===== src/rtl/alu_parity_pkg.sv =====
package alu_parity_pkg;
  localparam int FUNC_W = 8;
  localparam int OP_W   = $clog2(FUNC_W);

  typedef enum logic [OP_W-1:0] {
    OP_ADD  = 3'd0,
    OP_SUB  = 3'd1,
    OP_XOR  = 3'd2,
    OP_OR   = 3'd3,
    OP_AND  = 3'd4,
    OP_NOR  = 3'd5,
    OP_NAND = 3'd6,
    OP_XNOR = 3'd7
  } aluOp_t;

  // Strobes from control to datapath
  typedef struct packed {
    logic loadFetch;
    logic loadExec;
  } pipeStrobe_t;
endpackage


===== src/rtl/alu_parity_ctrl.sv =====
module alu_parity_ctrl
  import alu_parity_pkg::*;
(
  input  logic              clk,
  input  logic              rst,
  input  logic              inValid,
  input  logic [FUNC_W-1:0] funcCode,
  output aluOp_t            opcode,
  output pipeStrobe_t       strobe,
  output logic              outValid
);
  logic            codeHit;
  logic [OP_W-1:0] opIdx;
  logic            fetchValidQ;
  logic            execValidQ;

  // Ascending scan: the highest set bit is written last and wins
  always_comb begin
    codeHit = 1'b0;
    opIdx   = '0;
    for (int i = 0; i < FUNC_W; i++) begin
      if (funcCode[i]) begin
        opIdx   = OP_W'(i);
        codeHit = 1'b1;
      end
    end
  end

  assign opcode           = aluOp_t'(opIdx);
  assign strobe.loadFetch = inValid & codeHit;
  assign strobe.loadExec  = fetchValidQ;
  assign outValid         = execValidQ;

  always_ff @(posedge clk) begin
    if (rst) begin
      fetchValidQ <= 1'b0;
      execValidQ  <= 1'b0;
    end else begin
      fetchValidQ <= strobe.loadFetch;
      execValidQ  <= fetchValidQ;
    end
  end
endmodule


===== src/rtl/alu_parity_dp.sv =====
module alu_parity_dp
  import alu_parity_pkg::*;
#(
  parameter int DATA_W = 4
) (
  input  logic              clk,
  input  logic              rst,
  input  pipeStrobe_t       strobe,
  input  aluOp_t            opcode,
  input  logic [DATA_W-1:0] opA,
  input  logic [DATA_W-1:0] opB,
  output logic [DATA_W-1:0] result,
  output logic              parity
);
  aluOp_t            opQ;
  logic [DATA_W-1:0] aQ;
  logic [DATA_W-1:0] bQ;
  logic [DATA_W-1:0] aluX;
  logic [DATA_W-1:0] xQ;

  // Fetch register
  always_ff @(posedge clk) begin
    if (rst) begin
      opQ <= OP_ADD;
      aQ  <= '0;
      bQ  <= '0;
    end else if (strobe.loadFetch) begin
      opQ <= opcode;
      aQ  <= opA;
      bQ  <= opB;
    end
  end

  // Execute: wrap-around arithmetic, carry discarded
  always_comb begin
    unique case (opQ)
      OP_ADD:  aluX = aQ + bQ;
      OP_SUB:  aluX = aQ - bQ;
      OP_XOR:  aluX = aQ ^ bQ;
      OP_OR:   aluX = aQ | bQ;
      OP_AND:  aluX = aQ & bQ;
      OP_NOR:  aluX = ~(aQ | bQ);
      OP_NAND: aluX = ~(aQ & bQ);
      OP_XNOR: aluX = ~(aQ ^ bQ);
      default: aluX = '0;
    endcase
  end

  // Execute register
  always_ff @(posedge clk) begin
    if (rst) begin
      xQ <= '0;
    end else if (strobe.loadExec) begin
      xQ <= aluX;
    end
  end

  assign result = xQ;
  assign parity = ^xQ;
endmodule


===== src/rtl/alu_parity_pipe.sv =====
module alu_parity_pipe
  import alu_parity_pkg::*;
#(
  parameter int DATA_W = 4
) (
  input  logic              clk,
  input  logic              rst,
  input  logic              inValid,
  input  logic [FUNC_W-1:0] funcCode,
  input  logic [DATA_W-1:0] opA,
  input  logic [DATA_W-1:0] opB,
  output logic              outValid,
  output logic [DATA_W-1:0] result,
  output logic              parity
);
  pipeStrobe_t strobe;
  aluOp_t      opcode;

  alu_parity_ctrl u_ctrl (
    .clk      (clk),
    .rst      (rst),
    .inValid  (inValid),
    .funcCode (funcCode),
    .opcode   (opcode),
    .strobe   (strobe),
    .outValid (outValid)
  );

  alu_parity_dp #(.DATA_W(DATA_W)) u_dp (
    .clk    (clk),
    .rst    (rst),
    .strobe (strobe),
    .opcode (opcode),
    .opA    (opA),
    .opB    (opB),
    .result (result),
    .parity (parity)
  );
endmodule


===== config.mk =====
export PLATFORM = sky130hd
export DESIGN_NAME = alu_parity_pipe
export DESIGN_NICKNAME = d
export VERILOG_FILES = /design/src/rtl/alu_parity_pkg.sv /design/src/rtl/alu_parity_ctrl.sv /design/src/rtl/alu_parity_dp.sv /design/src/rtl/alu_parity_pipe.sv
export SDC_FILE = /design/constraint.sdc
export NUM_CORES = 1
export LEC_CHECK = 0
export CORE_ASPECT_RATIO = 0.9
export CORE_MARGIN = 5
export CORE_UTILIZATION = 41
export CTS_CLUSTER_SIZE = 28
export DETAILED_ROUTE_END_ITERATION = 8
export DONT_BUFFER_PORTS = 1
export PLACE_DENSITY_LB_ADDON = 0.25
export SLEW_MARGIN = 20
export SYNTH_ARGS = -nofsm -noshare
export SYNTH_HDL_FRONTEND = slang
export SYNTH_SLANG_ARGS = --single-unit

===== constraint.sdc =====
create_clock -name clk -period 1.97 [get_ports clk]
set_input_delay 0.591 -clock clk [delete_from_list [all_inputs] [get_ports clk]]
set_output_delay 0.591 -clock clk [all_outputs]
set_load 0.01 [all_outputs]

==> out/summary.md, run 1 <==
- 191 — net count of the finished layout
- 21 — maximum number of pins on one net before global-route repair
- 483 MHz — highest attainable clock frequency
- 14.3% — area delta synth->final
- 193 — total instance count after detailed placement
- 0.912 mW — final total power
- nor2_1 — most common library cell in the layout ignoring fill and taps
- 4150 µm² — die area
- 25 — I/O pin count
- 0 — total count of max-transition violations in the final report
- reg -> reg — critical path start-end classification
- 343 ps — worst hold-check slack
- 2.61 mm — total wirelength of the detailed-routed design
- 2790 µm² — core region area
- -101 ps — Setup WS post-layout
- 1012 — total vias in the final route
- 0 — number of DRC violations after detailed routing
- 1.98 mm — half-perimeter wire length of the detailed placement result
- 0 — Yosys warning count
- complete, but fails checks — status
- dfxtp_1 — Synth Flop Type
- 198 — count of placed standard cells in the final layout, fillers left out
- 2 — Setup Viol. Count Final
- 2070 ps — Tmin final
- 0.000470 V — maximum resistive drop on vdd
- built — clock tree from TritonCTS
- 2 — maximum net fanout on the critical path
- u_dp.opQ[2]$_SDFFE_PP0P_ — Worst setup startpoint
- 49.7% — post-route core utilization
- 448 ps — pin slew with the least headroom to its limit
- 656 nW/µm² — power per standard cell area
- 0 — Max Cap Violations
- 0 — Final ANT Viol Nets
- 2 — CTS Buffer Depth
- 0 — number of flops mapped to enable cells by yosys
- 2290 ps — data arrival time of the critical path
- in -> reg — type of the worst min-delay path
- 67.4 µm — Die Span X
- 5.53 ps — maximum clock skew at final layout
- 110 ps — clock edge transition at the registers on the reported setup and hold paths
- 69.3% — relative slew slack
- yes — setup repair after global routing missed its margin
- 14.6% — total global-route track usage
- 17 — flops & latches, synth
- 5.11 — detail-routed via count per cell
- 0.908 — placer's final routability congestion estimate
- 1 — CTS H-tree depth
- 61.6 µm — vertical extent of the die
- 105% — final period utilization
- flop — capturing element type of the critical path
- 28.0% — sequential cell area fraction in the yosys report
- 153 — post-synthesis cell count
- -185 ps — final-layout setup total negative slack
- 1210 µm² — mapped cell area
- 0 — grt total ovfl
- 13.2 µm — detailed-route wire length per cell
- 0 — # port buffers
- 7.94 µm² — mean instance size in the synthesized netlist
- 962 — vias in the first global route
- 3 — number of buffers added by the clock tree synthesis step
- 300 ps — worst skew pair latency
- 4 — first-pass iteration count of the detailed router
- 4.53 mm — wire length of the first global-routing pass
- 0 — antenna violations before repair
- 2190 ps — required arrival time at the worst endpoint
- 34 — Initial DRC Count
- 185 — nets in the synthesized netlist
- 0% — Async SR Flop Fraction
- 0.559 nW — reported leakage power
- 18 — row count
- u_dp.opQ[2]$_SDFFE_PP0P_ — worst r2r src
- 0 — number of hold-slack violations in the final timing report
- 0 — n_diodes
- nor2_1 (26), a21oi_1 (17), dfxtp_1 (13) — most frequent cells in the layout
- negative setup slack — violations in the final reports
- 17 — number of clock sinks seen by CTS
- flop — startpoint type of the worst setup path
- clkbuf_4 — CTS root buf
- 35 — number of unique standard cell types used by synthesis
- 21.5% — proportion of layout cells with a drive suffix above 1
- rst — hold_sp
- 43.5% — initial standard-cell utilization of the core
-- synth_stat cells (all sizes together) (2+ instances only) --
library cell  instances  area, µm²
nand2b                6       37.5
xnor2                 6       52.6
o41ai                 2       32.5
o21ai                 4       20.0
a21oi                18       90.1
ha                   12        150
a211oi                5       47.5
nand3                 4       20.0
nor2                 26       97.6
nor2b                 5       31.3
inv                  12       45.1
nor3                  3       15.0
buf                   5       30.0
xor2                  2       17.5
clkbuf                4       15.0
dfxtp                17        340
nand2                 8       30.0
-- registers in the layout (all words and copies together) (netlist names) --
| name | flops |
|---|---|
| u_dp.result | 4 |
| u_ctrl.outValid | 1 |
| u_dp.aQ | 4 |
| u_dp.opQ | 3 |
| u_dp.bQ | 4 |
| u_ctrl.fetchValidQ | 1 |
-- area by class of cell --
cell class	instances	area (µm²)
well taps	40	50.0
flip-flops and latches	17	345
inverters	12	47.5
clock buffers	4	26.3
repair buffers	10	78.8
multi-input cells	115	841
fillers	298	1400
-- timing repair --
action | in CTS | in global routing
setup endpoints to repair | 2 | 3
hold buffers | 0 | 0
resized for setup | 5 | 6
buffers inserted | 0 | 1
pin swaps | 3 | 7
-- power breakdown --
group          internal [mW]  total, mW  switching (mW)
Sequential             0.373      0.404          0.0316
Clock                 0.0788      0.195           0.116
Combinational          0.157      0.312           0.156
-- stage by stage --
stage                     cell area [µm²]  setup WS, ps
after global routing                 1390          -262
after CTS                            1350         -85.9
after floorplan                      1220         -32.2
after global placement               1290         -36.1
after detailed placement             1290         -90.9
final                                1390          -101
-- worst max-delay path, stage by stage, from the launching register on --
cell and delay [ps]:
dfxtp_2 350, nor3b_4 260, mux2_4 350, buf_6 120
inv_4 40, ha_4 180, a21o_1 160, a21oi_2 180
xnor2_2 110, a221oi_2 250
-- worst paths after layout --
| path | endpoint | slack, ps | depth (start not counted) |
|---|---|---|---|
| setup reg to reg | u_dp.result[3]$_SDFFE_PP0P_ | -100 | 9 |
| hold / removal | u_dp.opQ[2]$_SDFFE_PP0P_ | 340 | 1 |
| hold reg to reg | u_dp.result[2]$_SDFFE_PP0P_ | 540 | 2 |
| setup / recovery | u_dp.result[3]$_SDFFE_PP0P_ | -100 | 9 |
-- kinds of logic after synthesis --
family / count (synthesis) / share of synthesized area, %
simple gates: 55 / 21.6
compound gates: 38 / 22.2
buf+inv: 21 / 7.41
flops: 17 / 28.0
fa+ha+maj: 13 / 14.0
xor+xnor: 8 / 5.77
mux: 1 / 0.927
-- routing by layer --
layer / wire length, µm / up-vias / GRT usage [%]
met5: 0 / - / 0
met4: 59 / 0 / 4.62
met1: 1230 / 450 / 18.6
met3: 168 / 6 / 5.47
met2: 1150 / 25 / 23.1
li1: - / 531 / -
No activity file was read; power rests on OpenSTA's default activity.
==> run 2, diff against run 1 <==
--- a/config.mk
+++ b/config.mk
@@ -7,10 +7,11 @@
 export LEC_CHECK = 0
 export CORE_ASPECT_RATIO = 0.9
 export CORE_MARGIN = 5
-export CORE_UTILIZATION = 41
+export CORE_UTILIZATION = 35
 export CTS_CLUSTER_SIZE = 28
 export DETAILED_ROUTE_END_ITERATION = 8
 export DONT_BUFFER_PORTS = 1
+export GPL_TIMING_DRIVEN = 1
 export PLACE_DENSITY_LB_ADDON = 0.25
 export SLEW_MARGIN = 20
 export SYNTH_ARGS = -nofsm -noshare
==> run 2 against run 1 <==
- routed wire length down 1.8%
- non-clock buffer count increased by 1
- die area increased by 14%
- critical path type unchanged
- clock skew barely moved
- sequential cell count is the same
- global-route usage fell by 2.9 points
- combinational power fell by 4%
- core utilization shrank 8.1 points
- power rose by 6.4%
- worst setup slack improved by 41 ps
- the flow still finishes with violations (negative setup slack)
==> out/summary.md, run 2 (synthesis results as in run 1) <==
- 0.824 — placer's final routability congestion estimate
- 996 — total vias in the final route
- 41.6% — post-route core utilization
- 0 — grt total ovfl
- reg -> reg — critical path start-end classification
- 30.7% — Comb power frac
- 0.307 mW — switching power total
- -115 ps — final-layout setup total negative slack
- 11.7% — total global-route track usage
- 4.44 mm — wire length of the first global-routing pass
- 70 ps — clock edge transition at the registers on the reported setup and hold paths
- -60.9 ps — Setup WS post-layout
- 0.970 mW — final total power
- 36.2% — initial standard-cell utilization of the core
- 21 — maximum number of pins on one net before global-route repair
- 192 — net count of the finished layout
- nor2_1 (26), a21oi_1 (17), dfxtp_1 (13) — most frequent cells in the layout
- nor2_1 — most common library cell in the layout ignoring fill and taps
- 1.16 mm — amount of wire on met2 after detailed routing
- 260 ps — worst skew pair latency
- 2030 ps — Tmin final
- yes — setup repair after global routing missed its margin
- 3 — number of buffers added by the clock tree synthesis step
- 5.81 ps — maximum clock skew at final layout
- 0.664 mW — internal power
- 0 — n_diodes
- 4 — first-pass iteration count of the detailed router
- 0 — # port buffers
- 0.000375 V — maximum resistive drop on vdd
- 65.9 µm — vertical extent of the die
- 994 — vias in the first global route
- 27.7% — clock share of power
- fa_1 — cell at the slowest stage of the critical path
- 203 — count of placed standard cells in the final layout, fillers left out
- nor3b_4 > mux2_4 > fa_1 > nor2b_1 > a311o_1 > nand2_1 > a21oi_1 > nor3_1 — series of cell instances along the critical path
- flop — capturing element type of the critical path
- 0 — number of hold-slack violations in the final timing report
- 2150 ps — required arrival time at the worst endpoint
- 2210 ps — data arrival time of the critical path
- 2.02 mm — half-perimeter wire length of the detailed placement result
- 41.6% — sequential power share
- 523 ps — pin slew with the least headroom to its limit
- in -> reg — type of the worst min-delay path
- 20 — row count
- 0 — total count of max-transition violations in the final report
- 2 — Setup Viol. Count Final
- 410 ps — stage delay of the slowest cell on the critical path
- 40 — Initial DRC Count
- 12.6 µm — detailed-route wire length per cell
- 3350 µm² — core region area
- 0.565 nW — reported leakage power
- 1 — CTS H-tree depth
- 2 — CTS Buffer Depth
- 103% — final period utilization
- 2.56 mm — total wirelength of the detailed-routed design
- 64.2% — relative slew slack
- complete, but fails checks — status
- 0 — antenna violations before repair
- 0 — Max Cap Violations
- 0 — Bufs and invs on worst path
- 72.1 µm — Die Span X
- 0 — number of DRC violations after detailed routing
- 141 µm — Detail Route met3 WL
- 25 — I/O pin count
- 492 MHz — highest attainable clock frequency
- 695 nW/µm² — power per standard cell area
- flop — startpoint type of the worst setup path
- met4 — highest layer used for signal routing
- 2 — maximum net fanout on the critical path
- 0 — Final ANT Viol Nets
- clkbuf_8 — CTS root buf
- 4.91 — detail-routed via count per cell
- 4750 µm² — die area
- 196 — total instance count after detailed placement
- 20.8% — proportion of layout cells with a drive suffix above 1
- negative setup slack — violations in the final reports
- built — clock tree from TritonCTS
- 31.6% — proportion of total power due to net switching
- simple AND/OR/NAND/NOR gates — Crit path max-delay family
- 17 — number of clock sinks seen by CTS
- 1.23 mm — routed length on met1
- 14.8% — area delta synth->final
==> run 2: metal layers <==
layer | vias to the layer above | GRT usage, %
met3 | 5 | 4.26
met1 | 446 | 14.6
met4 | 0 | 2.11
met2 | 17 | 19.4
li1 | 528 | -
met5 | - | 0
==> run 2: final timing paths <==
path / start / end / slack [ps] / cells past startpoint
min reg2reg: u_dp.result[2]$_SDFFE_PP0P_ / u_dp.result[2]$_SDFFE_PP0P_ / 540 / 2
min: rst / u_dp.opQ[1]$_SDFFE_PP0P_ / 390 / 1
max: u_dp.opQ[1]$_SDFFE_PP0P_ / u_dp.result[1]$_SDFFE_PP0P_ / -60 / 8
max reg2reg: u_dp.opQ[1]$_SDFFE_PP0P_ / u_dp.result[1]$_SDFFE_PP0P_ / -60 / 8
==> run 2: what timing repair did <==
action	4_1_cts	5_1_grt
hold buffers	0	0
pin swaps	2	5
endpoints found under the setup margin	3	3
buffers inserted	1	2
resized for setup	5	1
==> run 2: stage by stage <==
step                hold slack [ps]  cell area (µm²)  setup WS, ps
floorplan                       516             1220         -32.2
global placement                529             1290         -51.6
detailed placement              537             1290          -122
CTS                             382             1380         -81.5
global route                    367             1400          -192
finish                          386             1400         -60.9
==> run 2: layout make-up <==
class,count,area [µm²]
fill,358,1960
multi-input combinational,115,818
sequential,17,345
timing repair buffer,11,82.6
tap,44,55.1
inverter,12,45.0
clock buffer,3,41.3
clock inverter,1,7.51
==> run 2: power groups by stage <==
stage / Clock, mW / Combinational [mW] / Sequential (mW)
4_1_cts: 0.279 / 0.291 / 0.403
5_1_grt: 0.294 / 0.340 / 0.408
3_5_place_dp: 0 / 0.271 / 0.410
3_3_place_gp: 0 / 0.266 / 0.408
2_1_floorplan: 0 / 0.226 / 0.403
6_report: 0.269 / 0.298 / 0.403
